===== src/rtl/repl_pkg.sv =====
package repl_pkg;

  typedef enum logic [1:0] {
    MODE_LRU     = 2'b00,
    MODE_FIFO    = 2'b01,
    MODE_RAND    = 2'b10,
    MODE_LRU_ALT = 2'b11
  } replMode_e;

  // strobes from control to the rank datapath
  typedef struct packed {
    logic moveEn;   // rewrite the ranks of one set this cycle
    logic toHead;   // 1: moved way goes to rank 0, 0: to the tail
  } moveStrobe_t;

endpackage


===== src/rtl/repl_lfsr.sv =====
module repl_lfsr #(
  parameter int LFSR_W = 8,
  parameter logic [LFSR_W-1:0] TAPS = 8'hB8
) (
  input  logic              clk,
  input  logic              rstN,
  output logic [LFSR_W-1:0] lfsrQ
);

  logic feedback;
  assign feedback = ^(lfsrQ & TAPS);

  always_ff @(posedge clk) begin
    if (!rstN) lfsrQ <= LFSR_W'(1);
    else       lfsrQ <= {lfsrQ[LFSR_W-2:0], feedback};
  end

  // the generator must never lock up at zero
  a_r8_lfsr_live: assert property (@(posedge clk) disable iff (!rstN)
    lfsrQ != '0);

endmodule


===== src/rtl/repl_rank_dp.sv =====
module repl_rank_dp
  import repl_pkg::*;
#(
  parameter int NUM_SETS = 8,
  parameter int NUM_WAYS = 4,
  localparam int WAY_W = $clog2(NUM_WAYS),
  localparam int SET_W = $clog2(NUM_SETS)
) (
  input  logic                             clk,
  input  logic                             rstN,
  input  logic [SET_W-1:0]                 rdSet,
  input  moveStrobe_t                      mvStrobe,
  input  logic [SET_W-1:0]                 mvSet,
  input  logic [WAY_W-1:0]                 mvWay,
  output logic [NUM_WAYS-1:0][WAY_W-1:0]   rdRanks
);

  localparam logic [WAY_W-1:0] TAIL_RANK = WAY_W'(NUM_WAYS - 1);

  logic [NUM_WAYS-1:0][WAY_W-1:0] rankMem [NUM_SETS];
  logic [NUM_WAYS-1:0][WAY_W-1:0] mvRow;
  logic [NUM_WAYS-1:0][WAY_W-1:0] nextRow;
  logic [WAY_W-1:0]               oldRank;

  assign rdRanks = rankMem[rdSet];
  assign mvRow   = rankMem[mvSet];
  assign oldRank = mvRow[mvWay];

  // per-way next rank: moved way jumps, the ways it passes shift by one
  for (genvar w = 0; w < NUM_WAYS; w++) begin : g_way
    always_comb begin
      nextRow[w] = mvRow[w];
      if (WAY_W'(w) == mvWay) begin
        nextRow[w] = mvStrobe.toHead ? '0 : TAIL_RANK;
      end else if (!mvStrobe.toHead && (mvRow[w] > oldRank)) begin
        nextRow[w] = mvRow[w] - 1'b1;
      end else if (mvStrobe.toHead && (mvRow[w] < oldRank)) begin
        nextRow[w] = mvRow[w] + 1'b1;
      end
    end
  end

  always_ff @(posedge clk) begin
    if (!rstN) begin
      for (int s = 0; s < NUM_SETS; s++) begin
        for (int w = 0; w < NUM_WAYS; w++) begin
          rankMem[s][w] <= WAY_W'(w);
        end
      end
    end else if (mvStrobe.moveEn) begin
      rankMem[mvSet] <= nextRow;
    end
  end

  // rank coverage of the read set, used to check the permutation property
  logic [NUM_WAYS-1:0] seenMask;
  always_comb begin
    seenMask = '0;
    for (int w = 0; w < NUM_WAYS; w++) seenMask[rdRanks[w]] = 1'b1;
  end

  a_r4_rank_perm: assert property (@(posedge clk) disable iff (!rstN)
    &seenMask);

  a_r4_fill_at_tail: assert property (@(posedge clk) disable iff (!rstN)
    mvStrobe.moveEn && !mvStrobe.toHead |=>
      rankMem[$past(mvSet)][$past(mvWay)] == TAIL_RANK);

  a_r7_nt_at_head: assert property (@(posedge clk) disable iff (!rstN)
    mvStrobe.moveEn && mvStrobe.toHead |=>
      rankMem[$past(mvSet)][$past(mvWay)] == '0);

endmodule


===== src/rtl/repl_ctrl.sv =====
module repl_ctrl
  import repl_pkg::*;
#(
  parameter int NUM_WAYS = 4,
  parameter int LFSR_W = 8,
  localparam int WAY_W = $clog2(NUM_WAYS)
) (
  input  logic                           clk,
  input  logic                           rstN,
  input  logic [1:0]                     modeSel,
  input  logic                           hitValid,
  input  logic [WAY_W-1:0]               hitWay,
  input  logic                           allocReq,
  input  logic                           allocNonTemporal,
  input  logic [NUM_WAYS-1:0]            wayValid,
  input  logic [NUM_WAYS-1:0][WAY_W-1:0] curRanks,
  input  logic [LFSR_W-1:0]              lfsrQ,
  output logic [WAY_W-1:0]               victimWay,
  output logic                           evictNeeded,
  output moveStrobe_t                    strobe,
  output logic [WAY_W-1:0]               moveWay
);

  replMode_e mode;
  assign mode = replMode_e'(modeSel);

  logic orderedMode;
  logic promoteOnHit;
  assign orderedMode  = (mode != MODE_RAND);
  assign promoteOnHit = (mode == MODE_LRU) || (mode == MODE_LRU_ALT);

  logic             allValid;
  logic [WAY_W-1:0] firstInvalid;
  logic [WAY_W-1:0] headWay;
  logic [WAY_W-1:0] randWay;

  assign allValid = &wayValid;
  assign randWay  = WAY_W'(lfsrQ % LFSR_W'(NUM_WAYS));

  // lowest-numbered invalid way: scan downward so the lowest index wins
  always_comb begin
    firstInvalid = '0;
    for (int w = NUM_WAYS - 1; w >= 0; w--) begin
      if (!wayValid[w]) firstInvalid = WAY_W'(w);
    end
  end

  // head of the queue: the way holding rank 0
  always_comb begin
    headWay = '0;
    for (int w = 0; w < NUM_WAYS; w++) begin
      if (curRanks[w] == '0) headWay = WAY_W'(w);
    end
  end

  always_comb begin
    if (!allValid)        victimWay = firstInvalid;
    else if (orderedMode) victimWay = headWay;
    else                  victimWay = randWay;
  end

  assign evictNeeded = allocReq && allValid;

  always_comb begin
    strobe  = '0;
    moveWay = victimWay;
    if (allocReq && orderedMode) begin
      strobe.moveEn = 1'b1;
      strobe.toHead = allocNonTemporal;
      moveWay       = victimWay;
    end else if (hitValid && promoteOnHit) begin
      strobe.moveEn = 1'b1;
      strobe.toHead = 1'b0;
      moveWay       = hitWay;
    end
  end

  a_r10_no_hit_alloc_clash: assert property (@(posedge clk) disable iff (!rstN)
    !(hitValid && allocReq));

  a_r3_fill_invalid_first: assert property (@(posedge clk) disable iff (!rstN)
    allocReq && !allValid |-> !evictNeeded && !wayValid[victimWay]);

  a_r2_victim_is_head: assert property (@(posedge clk) disable iff (!rstN)
    orderedMode && allValid |-> curRanks[victimWay] == '0);

  a_r6_fifo_hit_hold: assert property (@(posedge clk) disable iff (!rstN)
    (mode == MODE_FIFO) && hitValid && !allocReq |-> !strobe.moveEn);

  a_r8_rand_frozen: assert property (@(posedge clk) disable iff (!rstN)
    (mode == MODE_RAND) |-> !strobe.moveEn);

endmodule


===== src/rtl/repl_policy_ctrl.sv =====
module repl_policy_ctrl
  import repl_pkg::*;
#(
  parameter int NUM_SETS = 8,
  parameter int NUM_WAYS = 4,
  parameter int LFSR_W = 8,
  localparam int WAY_W = $clog2(NUM_WAYS),
  localparam int SET_W = $clog2(NUM_SETS)
) (
  input  logic                clk,
  input  logic                rstN,
  input  logic [1:0]          modeSel,
  input  logic [SET_W-1:0]    setIdx,
  input  logic                hitValid,
  input  logic [WAY_W-1:0]    hitWay,
  input  logic                allocReq,
  input  logic                allocNonTemporal,
  input  logic [NUM_WAYS-1:0] wayValid,
  output logic [WAY_W-1:0]    victimWay,
  output logic                evictNeeded
);

  logic [NUM_WAYS-1:0][WAY_W-1:0] curRanks;
  logic [LFSR_W-1:0]              lfsrQ;
  moveStrobe_t                    strobe;
  logic [WAY_W-1:0]               moveWay;

  repl_lfsr #(.LFSR_W(LFSR_W)) uLfsr (
    .clk   (clk),
    .rstN  (rstN),
    .lfsrQ (lfsrQ)
  );

  repl_ctrl #(.NUM_WAYS(NUM_WAYS), .LFSR_W(LFSR_W)) uCtrl (
    .clk              (clk),
    .rstN             (rstN),
    .modeSel          (modeSel),
    .hitValid         (hitValid),
    .hitWay           (hitWay),
    .allocReq         (allocReq),
    .allocNonTemporal (allocNonTemporal),
    .wayValid         (wayValid),
    .curRanks         (curRanks),
    .lfsrQ            (lfsrQ),
    .victimWay        (victimWay),
    .evictNeeded      (evictNeeded),
    .strobe           (strobe),
    .moveWay          (moveWay)
  );

  repl_rank_dp #(.NUM_SETS(NUM_SETS), .NUM_WAYS(NUM_WAYS)) uDp (
    .clk      (clk),
    .rstN     (rstN),
    .rdSet    (setIdx),
    .mvStrobe (strobe),
    .mvSet    (setIdx),
    .mvWay    (moveWay),
    .rdRanks  (curRanks)
  );

endmodule


===== config.mk =====
export PLATFORM = sky130hd
export DESIGN_NAME = repl_policy_ctrl
export DESIGN_NICKNAME = d
export VERILOG_FILES = /design/src/rtl/repl_pkg.sv /design/src/rtl/repl_lfsr.sv /design/src/rtl/repl_rank_dp.sv /design/src/rtl/repl_ctrl.sv /design/src/rtl/repl_policy_ctrl.sv
export SDC_FILE = /design/constraint.sdc
export NUM_CORES = 1
export LEC_CHECK = 0
export ABC_AREA = 1
export BUFFER_PORTS_ARGS = -buffer_cell sky130_fd_sc_hd__buf_2
export CAP_MARGIN = 20
export CORE_UTILIZATION = 65
export DETAILED_ROUTE_END_ITERATION = 7
export PLACE_DENSITY_LB_ADDON = 0.3
export SLEW_MARGIN = 20
export SYNTH_ARGS = -nofsm -noshare
export SYNTH_HDL_FRONTEND = slang
export SYNTH_SLANG_ARGS = --single-unit

===== constraint.sdc =====
create_clock -name clk -period 8.42 [get_ports clk]
set_input_delay 0.842 -clock clk [delete_from_list [all_inputs] [get_ports clk]]
set_output_delay 0.842 -clock clk [all_outputs]
set_load 0.03 [all_outputs]

* Yosys cells after proc, flatten, opt, wreduce, memory -nomap -nowiden *
Memories as Yosys holds them, arrays and structs flattened.
Cells that the tools add are included.
W data, S select, Z words.

cells by class
  add/sub/neg operators = 8
  magnitude comparators = 9
  equal/unequal tests = 5
  mux-type cells = 35
  reductions and logical operators = 21

operators by type and width
  operator               number
  $mux W2                26
  $logic_and A1 B1 Y1    11
  $logic_not A2 Y1       5
  $add A2 B1 Y2 const B  4
  $gt A2 B2 Y1           4
  $lt A2 B2 Y1           4
  $mux W8                1
  $reduce_or A8 Y1       1
  $reduce_xor A8 Y1      1
  $sub A2 B1 Y2 const B  4
  $mux W1                6
  $bmux W2 S2            1
  $eq A2 B2 Y1 const A   2
  $reduce_and A4 Y1      1
  $lt A2 B3 Y1 const B   1
  $mux W3                1
  $eq A1 B2 Y1 const A   1
  $eq A2 B2 Y1 const B   1
  $ne A2 B2 Y1 const B   1
  $logic_not A1 Y1       1
  $logic_or A1 B1 Y1     1

word-level totals
  register bits = 8
  memory bits (writable) = 64
  output and inout port bits = 3
  memories = 1

memory list
  name         words  width  rd ports  clocked after memory_dff  write ports  line                source
  uDp.rankMem  8      8      1         0                         8            repl_rank_dp.sv:20  logic [NUM_WAYS-1:0][WAY_W-1:0] rankMem [NUM_SETS];

* Depth between registers and ports, before layout *
An unclocked memory read counts as a cell.

  depth after elaboration = 17
  mapped depth = 32
  depth with buffers taken out = 31

* Hierarchy *
A second synthesis with hierarchy kept.

unflattened totals
  cells, all modules = 658
  area, all modules = 4889.7 um^2

by module, submodules not included
  module        instances  cells an instance  area an instance (um^2)  sequential area each (um^2)
  repl_rank_dp  1          573                4408.0                   1921.8
  repl_lfsr     1          42                 290.3                    160.2
  repl_ctrl     1          43                 191.4                    0.0

* Least setup slack after synthesis *
Ideal clock, no wire load.

  path kind = input to register
  start = input setIdx[1]
  end = memory uDp.rankMem[6][4] (netlist name) (data pin)
  setup time = 267 ps
  data arrival time = 4154 ps
  data required time = 8153 ps
  setup slack = 3999 ps
  cell stages on the path = 29
  cell sequence = inv_1 > buf_2 > nand3_1 > inv_1 > a22o_1 > a211oi_1 > nand4_1 > inv_1 > ha_1 > inv_1 > nand2_1 > nand2_1 > nand2_1 > nand2_1 > nand2_1 > nand2_1 > nand2_1 > nor2_1 > inv_1 > o22ai_1 > a221oi_1 > ha_1 > nand3b_1 > nand2_1 > nand2_1 > nand2_1 > nand2_1 > nand2_2 > a21oi_1

RTL lines
  element      line                    source
  from (decl)  repl_policy_ctrl.sv:13  input logic [SET_W-1:0] setIdx,
  to (decl)    repl_rank_dp.sv:20

==> reports/metrics.csv <==
stage,metric,value,unit
logic_synthesis,synth-async-reset-ratio,0,%
clock_tree,cts_sinks,72,
sta,max_slew_margin,54.09,%
setup_path,critical_path_arrival,5370,ps
grt,grt_max_degree,22,
logic_synthesis,seq_area_frac_synth,49.87,%
grt,grtUsageTotal,33.33,%
logic_synthesis,synth_top_flop_cell,edfxtp_1,
grt,grt_pass1_wl,16.25,mm
detailed_routing,vias,3655,
setup_path,critPathMaxFanout,21,
clock_tree,clk_pin_slew,70,ps
final_layout,syn2layout_area_growth,7.642,%
power,ir_worst_vdd,0.0001852,V
floorplan,die_h,82.15,um
clock_tree,h-tree-depth,3,
final_layout,nets,540,
detailed_routing,wirelength_met1,4.279,mm
detailed_routing,routed_via_density,6.133,
place,gp_congestion,0.9735,
sta,finalCriticalPeriod,5192,ps
floorplan,fp.dieW,82.15,um
setup_path,path_common_cell,nand2_1,
outcome,status,"finished, final reports clean",
sta,worstMarginPinSlew,687.0,ps
logic_synthesis,syn_area,4175,um^2
setup_path,worstPathRequired,8600,ps
logic_synthesis,synthCells,501,
floorplan,row_count,28,
setup_path,startpoint_type,primary input,
clock_tree,root_buffer,clkbuf_8,
detailed_routing,highest_layer,met4,
clock_tree,cts_resized,0,
logic_synthesis,synth_area_leaders,"edfxtp_1 46%, nand2_1 15%, nand3_1 6.8%",
clock_tree,cts_tree,done,
logic_synthesis,synth_top_area_share,46.03,%
grt,antenna_found_initial,0,
sta,max_freq,192.6,MHz
clock_tree,clockBufferDepth,2,
sta,slew_viol_final,0,
setup_path,path_class,primary input to flip-flop,
logic_synthesis,ys_warn_count,0,
floorplan,die-area,6748,um^2
sta,rsz0062_at_grt,false,
clock_tree,clk-insertion-delay-late,350,ps
logic_synthesis,syn_area_per_cell,8.334,um^2
grt,grt_pass1_vias,3344,
sta,tns,0,ps
detailed_routing,first_iter_violations,393,
detailed_routing,drc_errors,0,
final_layout,fin_cells,596,
logic_synthesis,ys_types,36,
sta,setup_viol,0,
detailed_routing,wl_met3,1.170,mm
power,leakage,0.002015,uW
logic_synthesis,yosys_register_bits,72,
floorplan,coreArea,6061,um^2
setup_path,worst_setup_path_end_kind,flip-flop,
clock_tree,cts_buffers,9,
hold_path,hp-class,flip-flop to flip-flop,
detailed_routing,dr.pass1.iters,5,
sta,finalHoldViolations,0,
logic_synthesis,synth_edf_count,64,
grt,grt_overflow,0,
detailed_routing,wl,10.20,mm
final_layout,antenna_cells,0,
sta,period_share,61.67,%
detailed_routing,wl_met2,4.615,mm
place,post-dp-hpwl,7.452,mm
clock_tree,ctsHoldBuffers,0,
place,portBuffers,18,
floorplan,start_util,68.89,%
logic_synthesis,synth_fp_nets,525,
clock_tree,post-cts-setup-buffers,0,
logic_synthesis,yosys.area.top_type,edfxtp_1,
place,placed_cells,580,
detailed_routing,ant_nets,0,
floorplan,io_pins,19,
setup_path,slowest_stage,a221oi_1,
detailed_routing,wl_per_cell,17.12,um
flow_run,max_cap_viol_count,0,
final_layout,drive_above_1_share,14.40,%
sta,finalClockSkew,10.12,ps
power,power_density,205.7,nW/um^2
setup_path,cpPeakStageDelay,550,ps
-- layout make-up --
cell class,count,area [um^2]
repair buffers,18,90.09
well taps,75,93.84
clock inverters,6,82.58
fillers,461,1567
inverters,61,229.0
clock buffers,10,127.6
flip-flops and latches,72,2082
multi-input cells,354,1789
-- where the power goes --
part | internal [uW] | switching, uW
registers | 402 | 4.30
clock network | 166 | 128
logic | 60.6 | 163
-- metrics by stage --
step | instance area (um^2) | hold slack [ps] | total power (uW) | worst slack, ps | utilization (%)
floorplan | 4175 | 390.5 | 576.6 | 3999 | -
global route | 4494 | 446.7 | 958.9 | 2824 | 74.15
global placement | 4284 | 401.9 | 624.5 | 3284 | 70.69
detailed placement | 4284 | 404.2 | 630.6 | 3006 | 70.69
finish | 4494 | 422.6 | 924.5 | 3228 | 74.15
CTS | 4494 | 424.1 | 917.7 | 3332 | 74.15
-- routing by layer --
metal  track usage, %  up-vias
li1                 -     1710
met1            45.91     1671
met2            51.82      253
met3            9.560       21
met4            8.772        0
met5                0        -
-- cells in the mapped netlist (5+ instances only) --
| master | number |
|---|---|
| nor2_1 | 15 |
| dfxtp_1 | 8 |
| nand3_2 | 10 |
| nand3_1 | 57 |
| ha_1 | 8 |
| edfxtp_1 | 64 |
| nand4_1 | 7 |
| inv_2 | 8 |
| a21oi_1 | 34 |
| nand2_2 | 17 |
| inv_1 | 53 |
| a221oi_1 | 5 |
| clkbuf_1 | 7 |
| nand2_1 | 172 |
-- placed cells by master (no fill, tap or decap), types with 8 or more instances in the layout --
master	n
a21oi_1	34
buf_2	18
clkbuf_8	9
dfxtp_1	8
edfxtp_1	64
ha_1	8
inv_1	53
inv_2	8
nand2_1	172
nand2_2	17
nand3_1	57
nand3_2	10
nor2_1	15
-- registers in the layout, indices dropped and copies added, names as in the netlist --
signal / cells
uDp.rankMem: 64
uLfsr.lfsrQ: 8
-- logic make-up after synthesis --
kind of cell               count (synthesis)  share of synthesized area, %
DFF                                       72                         49.86
AOI/OAI and AO/OA                         56                         7.971
xor gates and xnor gates                   3                        0.6294
buffers and inverters                     75                         7.282
adders and majority gates                  8                         2.397
and+or+nand+nor                          287                         31.86
-- worst paths after layout --
path	startpoint	to	slack (ps)	cells after the start
worst max-delay path	setIdx[0]	uDp.rankMem[2][0]	3230	28
worst min register to register	uLfsr.lfsrQ[2]	uLfsr.lfsrQ[3]	420	2
worst min-delay path	uLfsr.lfsrQ[2]	uLfsr.lfsrQ[3]	420	2
worst max register to register	uDp.rankMem[5][4]	uDp.rankMem[2][0]	4200	24
-- critical path: cells and delay by family --
kind	cells	cell delay (ps)
buffers and inverters	7	1120
AOI/OAI and AO/OA	6	1390
adders and majority gates	2	470
and+or+nand+nor	13	1530
Power figures use the tool's default switching activity.
